File: src/rtl/evc_pkg.sv
package evc_pkg;
    typedef enum logic [1:0] {
        ST_OPEN,
        ST_TAKEN,
        ST_GATED
    } evc_state_e;

    localparam int OFS_MASK  = 0;
    localparam int OFS_LATCH = 1;
    localparam int OFS_PEND  = 2;
    localparam int NUM_CTRL  = 3;
endpackage

File: src/rtl/evc_latch.sv
module evc_latch #(
    parameter int N     = 16,
    parameter int FIXED = 5
) (
    input  logic         clk,
    input  logic         rst_n,
    input  logic [N-1:0] req_i,
    input  logic [N-1:0] mask_i,
    input  logic [N-1:0] take_clr_i,
    input  logic         w1c_en_i,
    input  logic [N-1:0] w1c_val_i,
    output logic [N-1:0] latch_o
);
    localparam logic [N-1:0] FIXED_MASK = N'((64'd1 << FIXED) - 64'd1);

    logic [N-1:0] eff_mask;
    logic [N-1:0] latch_q;
    logic [N-1:0] clr_bus;

    assign eff_mask = mask_i | FIXED_MASK;
    assign clr_bus  = w1c_en_i ? w1c_val_i : '0;

    always_ff @(posedge clk) begin
        if (!rst_n) begin
            latch_q <= '0;
        end else begin
            latch_q <= (latch_q & ~take_clr_i & ~clr_bus) | (req_i & eff_mask);
        end
    end

    assign latch_o = latch_q;

    // A latch bit may only rise because of an accepted request
    assert_latch_gate_R2: assert property (@(posedge clk) disable iff (!rst_n)
        ((latch_q & ~$past(latch_q) & ~$past(req_i & eff_mask)) == '0))
        else $error("latch bit rose without accepted request");
endmodule

File: src/rtl/evc_arbiter.sv
module evc_arbiter #(
    parameter int N     = 16,
    parameter int LVL_W = 4
) (
    input  logic [N-1:0]     latch_i,
    output logic [N-1:0]     grant_o,
    output logic [LVL_W-1:0] win_lvl_o,
    output logic             any_o
);
    logic [N:0] seen;
    assign seen[0] = 1'b0;

    for (genvar i = 0; i < N; i++) begin : g_prio
        assign grant_o[i]  = latch_i[i] & ~seen[i];
        assign seen[i+1]   = seen[i] | latch_i[i];
    end

    assign any_o = seen[N];

    always_comb begin
        win_lvl_o = '0;
        for (int i = N - 1; i >= 0; i--) begin
            if (grant_o[i]) win_lvl_o = LVL_W'(i);
        end
    end

    always_comb begin
        assert_grant_onehot_R3: assert ($onehot0(grant_o))
            else $error("more than one level granted");
    end
endmodule

File: src/rtl/evc_pending.sv
module evc_pending #(
    parameter int N = 16,
    parameter int G = 4
) (
    input  logic         clk,
    input  logic         rst_n,
    input  logic         take_i,
    input  logic [N-1:0] take_oh_i,
    input  logic         ret_i,
    input  logic         gen_i,
    output logic [N-1:0] pend_o,
    output logic         gdis_nxt_o,
    output logic         idle_o
);
    logic [N-1:0] pend_q;
    logic [N-1:0] pend_d;
    logic [N-1:0] rclr;
    logic [N-1:0] rseen;

    assign rclr[0]  = 1'b0;
    assign rseen[0] = 1'b0;
    assign rseen[1] = 1'b0;

    for (genvar i = 1; i < N; i++) begin : g_ret
        assign rclr[i] = pend_q[i] & ~rseen[i];
        if (i < N - 1) begin : g_chain
            assign rseen[i+1] = rseen[i] | pend_q[i];
        end
    end

    always_comb begin
        pend_d = pend_q & ~(ret_i ? rclr : '0);
        if (gen_i) pend_d[G] = 1'b0;
        if (take_i) begin
            pend_d    = pend_d | take_oh_i;
            pend_d[G] = 1'b1;
        end
    end

    always_ff @(posedge clk) begin
        if (!rst_n) pend_q <= '0;
        else        pend_q <= pend_d;
    end

    assign pend_o     = pend_q;
    assign gdis_nxt_o = pend_d[G];
    assign idle_o     = ~|pend_q;

    // Pending only empties through a return or the enable operation
    assert_idle_cause_R7: assert property (@(posedge clk) disable iff (!rst_n)
        $rose(idle_o) |-> $past(ret_i || gen_i))
        else $error("pending emptied without return or enable");

    // A return with no take never grows the pending set
    assert_ret_shrinks_R6: assert property (@(posedge clk) disable iff (!rst_n)
        (ret_i && !take_i) |=> ($countones(pend_q) <= $countones($past(pend_q))))
        else $error("return grew pending set");
endmodule

File: src/rtl/evc_top.sv
module evc_top #(
    parameter int NUM_LVL    = 16,
    parameter int VEC_W      = 32,
    parameter int FIXED_LVLS = 5,
    parameter int GDIS_LVL   = 4,
    parameter int EXC_LVL    = 3,
    localparam int LVL_W     = $clog2(NUM_LVL),
    localparam int ADDR_W    = $clog2(NUM_LVL + evc_pkg::NUM_CTRL)
) (
    input  logic               clk,
    input  logic               rst_n,
    input  logic [NUM_LVL-1:0] evt_req,
    input  logic               evt_return,
    input  logic               gint_enable,
    input  logic               mask_disable,
    input  logic               mask_restore,
    input  logic [NUM_LVL-1:0] restore_val,
    output logic [NUM_LVL-1:0] saved_mask,
    input  logic               reg_wr,
    input  logic [ADDR_W-1:0]  reg_addr,
    input  logic [VEC_W-1:0]   reg_wdata,
    output logic [VEC_W-1:0]   reg_rdata,
    output logic               take_pulse,
    output logic [LVL_W-1:0]   take_level,
    output logic [VEC_W-1:0]   take_target,
    output logic               take_exc,
    output logic               pend_idle
);
    import evc_pkg::*;

    localparam logic [ADDR_W-1:0]  A_MASK  = ADDR_W'(NUM_LVL + OFS_MASK);
    localparam logic [ADDR_W-1:0]  A_LATCH = ADDR_W'(NUM_LVL + OFS_LATCH);
    localparam logic [ADDR_W-1:0]  A_PEND  = ADDR_W'(NUM_LVL + OFS_PEND);
    localparam logic [NUM_LVL-1:0] FIXED_MASK = NUM_LVL'((64'd1 << FIXED_LVLS) - 64'd1);

    evc_state_e         state_q, state_d;
    logic [VEC_W-1:0]   vec_q [NUM_LVL];
    logic [NUM_LVL-1:0] mask_q;
    logic [NUM_LVL-1:0] save_q;
    logic [NUM_LVL-1:0] latch_w;
    logic [NUM_LVL-1:0] grant_w;
    logic [NUM_LVL-1:0] pend_w;
    logic [LVL_W-1:0]   win_w;
    logic               any_w;
    logic               gdis_nxt_w;
    logic               take_now;
    logic               pulse_r;
    logic [LVL_W-1:0]   lvl_q;
    logic [VEC_W-1:0]   tgt_q;
    logic               exc_q;
    logic               in_vec;

    assign in_vec = (reg_addr < ADDR_W'(NUM_LVL));

    // Take when globally enabled, something latched, winner not in service
    assign take_now = !pend_w[GDIS_LVL] && any_w && ((grant_w & pend_w) == '0);

    evc_latch #(.N(NUM_LVL), .FIXED(FIXED_LVLS)) u_latch (
        .clk        (clk),
        .rst_n      (rst_n),
        .req_i      (evt_req),
        .mask_i     (mask_q),
        .take_clr_i (take_now ? grant_w : '0),
        .w1c_en_i   (reg_wr && (reg_addr == A_LATCH)),
        .w1c_val_i  (reg_wdata[NUM_LVL-1:0]),
        .latch_o    (latch_w)
    );

    evc_arbiter #(.N(NUM_LVL), .LVL_W(LVL_W)) u_arb (
        .latch_i   (latch_w),
        .grant_o   (grant_w),
        .win_lvl_o (win_w),
        .any_o     (any_w)
    );

    evc_pending #(.N(NUM_LVL), .G(GDIS_LVL)) u_pend (
        .clk        (clk),
        .rst_n      (rst_n),
        .take_i     (take_now),
        .take_oh_i  (grant_w),
        .ret_i      (evt_return),
        .gen_i      (gint_enable),
        .pend_o     (pend_w),
        .gdis_nxt_o (gdis_nxt_w),
        .idle_o     (pend_idle)
    );

    // State register
    always_ff @(posedge clk) begin
        if (!rst_n) state_q <= ST_OPEN;
        else        state_q <= state_d;
    end

    always_comb begin
        unique case (state_q)
            ST_OPEN, ST_TAKEN, ST_GATED: begin
                if (take_now)        state_d = ST_TAKEN;
                else if (gdis_nxt_w) state_d = ST_GATED;
                else                 state_d = ST_OPEN;
            end
            default: state_d = ST_OPEN;
        endcase
    end

    // Outputs from state
    always_comb begin
        unique case (state_q)
            ST_TAKEN: pulse_r = 1'b1;
            default:  pulse_r = 1'b0;
        endcase
    end

    always_ff @(posedge clk) begin
        if (!rst_n) begin
            lvl_q <= '0;
            tgt_q <= '0;
            exc_q <= 1'b0;
        end else if (take_now) begin
            lvl_q <= win_w;
            tgt_q <= vec_q[win_w];
            exc_q <= (win_w == LVL_W'(EXC_LVL));
        end
    end

    assign take_pulse  = pulse_r;
    assign take_level  = lvl_q;
    assign take_target = tgt_q;
    assign take_exc    = pulse_r && exc_q;

    // Vector table
    for (genvar i = 0; i < NUM_LVL; i++) begin : g_vec
        always_ff @(posedge clk) begin
            if (!rst_n) vec_q[i] <= '0;
            else if (reg_wr && (reg_addr == ADDR_W'(i))) vec_q[i] <= reg_wdata;
        end
    end

    // Mask with disable / restore
    always_ff @(posedge clk) begin
        if (!rst_n) begin
            mask_q <= '0;
            save_q <= '0;
        end else if (mask_disable) begin
            save_q <= mask_q;
            mask_q <= FIXED_MASK;
        end else if (mask_restore) begin
            mask_q <= restore_val;
        end else if (reg_wr && (reg_addr == A_MASK)) begin
            mask_q <= reg_wdata[NUM_LVL-1:0];
        end
    end

    assign saved_mask = save_q;

    always_comb begin
        reg_rdata = '0;
        if (in_vec)                  reg_rdata = vec_q[reg_addr[LVL_W-1:0]];
        else if (reg_addr == A_MASK)  reg_rdata[NUM_LVL-1:0] = mask_q;
        else if (reg_addr == A_LATCH) reg_rdata[NUM_LVL-1:0] = latch_w;
        else if (reg_addr == A_PEND)  reg_rdata[NUM_LVL-1:0] = pend_w;
    end

    assert_take_pending_R3: assert property (@(posedge clk) disable iff (!rst_n)
        take_pulse |-> pend_w[take_level])
        else $error("taken level not pending");

    assert_take_gates_R4: assert property (@(posedge clk) disable iff (!rst_n)
        take_pulse |-> pend_w[GDIS_LVL])
        else $error("take without global disable");

    assert_gated_quiet_R4: assert property (@(posedge clk) disable iff (!rst_n)
        pend_w[GDIS_LVL] |=> !take_pulse)
        else $error("take while globally disabled");

    assert_disable_mask_R8: assert property (@(posedge clk) disable iff (!rst_n)
        mask_disable |=> (mask_q == FIXED_MASK && save_q == $past(mask_q)))
        else $error("mask disable wrong");

    assert_exc_level_R10: assert property (@(posedge clk) disable iff (!rst_n)
        take_pulse |-> (take_exc == (take_level == LVL_W'(EXC_LVL))))
        else $error("exception flag mismatch");

    assert_state_gdis_R4: assert property (@(posedge clk) disable iff (!rst_n)
        (state_q == ST_GATED) |-> pend_w[GDIS_LVL])
        else $error("gated state without disable bit");
endmodule

File: config.mk
export PLATFORM = sky130hd
export DESIGN_NAME = evc_top
export DESIGN_NICKNAME = d
export VERILOG_FILES = /design/src/rtl/evc_pkg.sv /design/src/rtl/evc_latch.sv /design/src/rtl/evc_arbiter.sv /design/src/rtl/evc_pending.sv /design/src/rtl/evc_top.sv
export SDC_FILE = /design/constraint.sdc
export NUM_CORES = 1
export LEC_CHECK = 0
export BUFFER_PORTS_ARGS = -buffer_cell sky130_fd_sc_hd__buf_4
export CAP_MARGIN = 40
export CORE_ASPECT_RATIO = 0.5
export CORE_UTILIZATION = 30
export DETAILED_ROUTE_END_ITERATION = 8
export GPL_TIMING_DRIVEN = 0
export SETUP_SLACK_MARGIN = 0.1
export SYNTH_ARGS = -nofsm -noshare
export SYNTH_HDL_FRONTEND = slang
export SYNTH_SLANG_ARGS = --single-unit
File: constraint.sdc
create_clock -name clk -period 5.2 [get_ports clk]
set_input_delay 0 -clock clk [delete_from_list [all_inputs] [get_ports clk]]
set_output_delay 0 -clock clk [all_outputs]
set_load 0.05 [all_outputs]
==> metrics.csv <==
metric,value,unit
initial antenna violation count,15,
nets,3250,
Die Wd,466,µm
CTS tree,yes,
vias in the first global route,24833,
register area share after synthesis,0.539,
H-tree lvl count,2,
Tot Pwr,13500,µW
hold_ws,136,ps
Initial Utilization,0.305,
TritonCTS sink count,615,
vias,26949,
CP Data Arrival Time,4800,ps
fin crit period,4290,ps
Via density,5.79,
"Async S/R FF share, synth",0,
Mapped Nets,2880,
worst skew pair latency,710,ps
#FFs+latches synth,615,
DRC viols,0,
layout cells sized above 1,0.167,
worst clock skew,64.1,ps
DR WL/cell,29.4,µm
# setup viols final,0,
worst min path class,primary input to register,
first-pass GRT wire length,187,mm
"commonest non-fill, non-tap cells in the layout","542 x and2_1, 512 x edfxtp_1, 363 x nand2_1",
Overflow after GRT,0,
CP Launch Type,register,
Final period util,0.826,
most area-hungry cell type in the Yosys netlist,edfxtp_1,
Mapped Area,32300,µm²
Root Buffer,clkbuf_16,
Final HPWL DP,105,mm
CTS Hold Bufs,99,
max-slew violations,0,
clock transition at the registers of the reported paths,70,ps
largest net degree at the start of global routing,24,
final std cells w/o fill,4651,
Worst path slowest cell,nor3_2,
synthesis-to-finish area growth,21.8,%
post-layout util,0.372,
"Distinct cells, synth",61,
Max-Cap Viols,0,
reg-to-reg critical path startpoint,u_latch.latch_o[2]$_SDFF_PN0_,
post-route antenna net violation count,0,
I/O pins,163,
synth warn,0,
die height,234,µm
Power Density,342,nW/µm²
CP max stage delay,750,ps
leakage power,0.0141,µW
Placeable Area,106000,µm²
Fin. Hold Viols,0,
clk buf depth,3,
iteration-0 DRC count of the detailed router,4577,
Post CTS Setup Buffer Count,0,
Mapped Cells,2804,
crit path cell chain,"buf_2, nor3_2, o21ai_0, and2_1, clkbuf_1, a21oi_1, buf_4, clkbuf_1, a32oi_1, nand4_1, nand3_1",
Post-synth EDFFs,512,
VDD IR max,0.281,mV
top achievable clock speed,233,MHz
Routed WL,137,mm
Total GRT Usage,0.242,
Buffers on Ports,157,
Slew Limit Headroom,0.293,
Critical Path Most Common Cell,clkbuf_1,
die area,109000,µm²
critical path endpoint category,register,
"Top FF cell, synth",edfxtp_1,
Cell Rows,84,
Worst Path Required,5710,ps
"most common cell after layout, fill and taps aside",and2_1,
cts bufs inserted,61,
DP Cell Count,4428,
routability cong.,0.978,
mean post-synth cell area,11.5,µm²
Worst Tran Pin Value,1060,ps
RSZ-0062 raised after global routing,no,
Hold Path Origin,reg_addr[2],
CP Max Fanout,10,
top post-synthesis cells by area,"edfxtp_1 48%, mux4_2 11%, and2_1 10%",
Critical Path Source,u_latch.latch_o[2]$_SDFF_PN0_,
drt pass-1 iters,6,
CTS-repair resized insts,0,
post-synth top area share,0.476,
status,"finished, final reports clean",
critical path class,register to register,
flop2flop setup slack,910,ps
-- through the flow --
| step | TNS (ps) | setup slack [ps] | cell area, µm² |
|---|---|---|---|
| floorplan | 0 | 1110 | 32300 |
| detailed placement | 0 | 512 | 36300 |
| global route | 0 | 963 | 39400 |
| finish | 0 | 906 | 39400 |
| global placement | -1014360 | -2590 | 35300 |
| CTS | 0 | 975 | 39300 |
-- Yosys cell counts (24+ instances only) --
library cell,number
edfxtp_1,512
nand2_1,363
and2_1,542
nand4_1,38
a31oi_1,50
clkbuf_1,192
mux2i_1,112
dfxtp_1,103
nand3_1,133
a32oi_1,24
a21oi_1,122
inv_1,24
buf_2,26
mux4_2,160
o21ai_0,73
nor2_1,107
-- metal layers --
layer / track usage / part of all wire / vias up
li1: - / - / 11024
met1: 0.340 / 0.40 / 13502
met2: 0.351 / 0.41 / 2100
met3: 0.0799 / 0.15 / 303
met4: 0.0779 / 0.035 / 20
met5: 0 / 0.0014 / -
-- power breakdown --
group,internal (µW),switching (µW)
sequential,5650,245
clock,2530,2100
combinational,925,2010
total,9100,4360
-- sequential cells by signal (all words and copies together), names as in the netlist --
name and count:
exc_q 1, mask_q 16, saved_mask 16, state_q 2
take_level 4, take_target 32, u_latch.latch_o 16, u_pend.pend_o 16
vec_q 512
-- worst max-delay path: cells and delay by family, from the launching register on --
kind,cells,cell delay [ps]
buffers and inverters,4,1180
AO/OA/AOI/OAI,3,1150
flip-flops,1,300
AND/OR/NAND/NOR,4,1470
-- kinds of logic after synthesis --
kind of cell	count (synthesis)	share of synthesized area
AOI/OAI and AO/OA	378	0.0748
buffers and inverters	278	0.0353
DFF	615	0.539
muxes	278	0.148
and+or+nand+nor	1255	0.203
-- layout make-up --
class / count / area, µm²
plain buffers: 254 / 1050
inverters: 24 / 90.1
flip-flops and latches: 615 / 17400
clock buffers: 85 / 1730
multi-input cells: 1911 / 13900
well taps: 1419 / 1780
repair buffers: 307 / 3050
diodes: 8 / 20.0
fillers: 10263 / 66600
clock inverters: 28 / 289
-- final timing paths --
check                                 end  cells after the start
max          take_target[19]$_SDFFE_PN0P_                     11
min             vec_q[2][1]$_SDFFCE_PN0P_                      5
max reg2reg  take_target[19]$_SDFFE_PN0P_                     11
min reg2reg    take_level[3]$_SDFFE_PN0P_                      2
No activity file was read; power rests on OpenSTA's default activity.
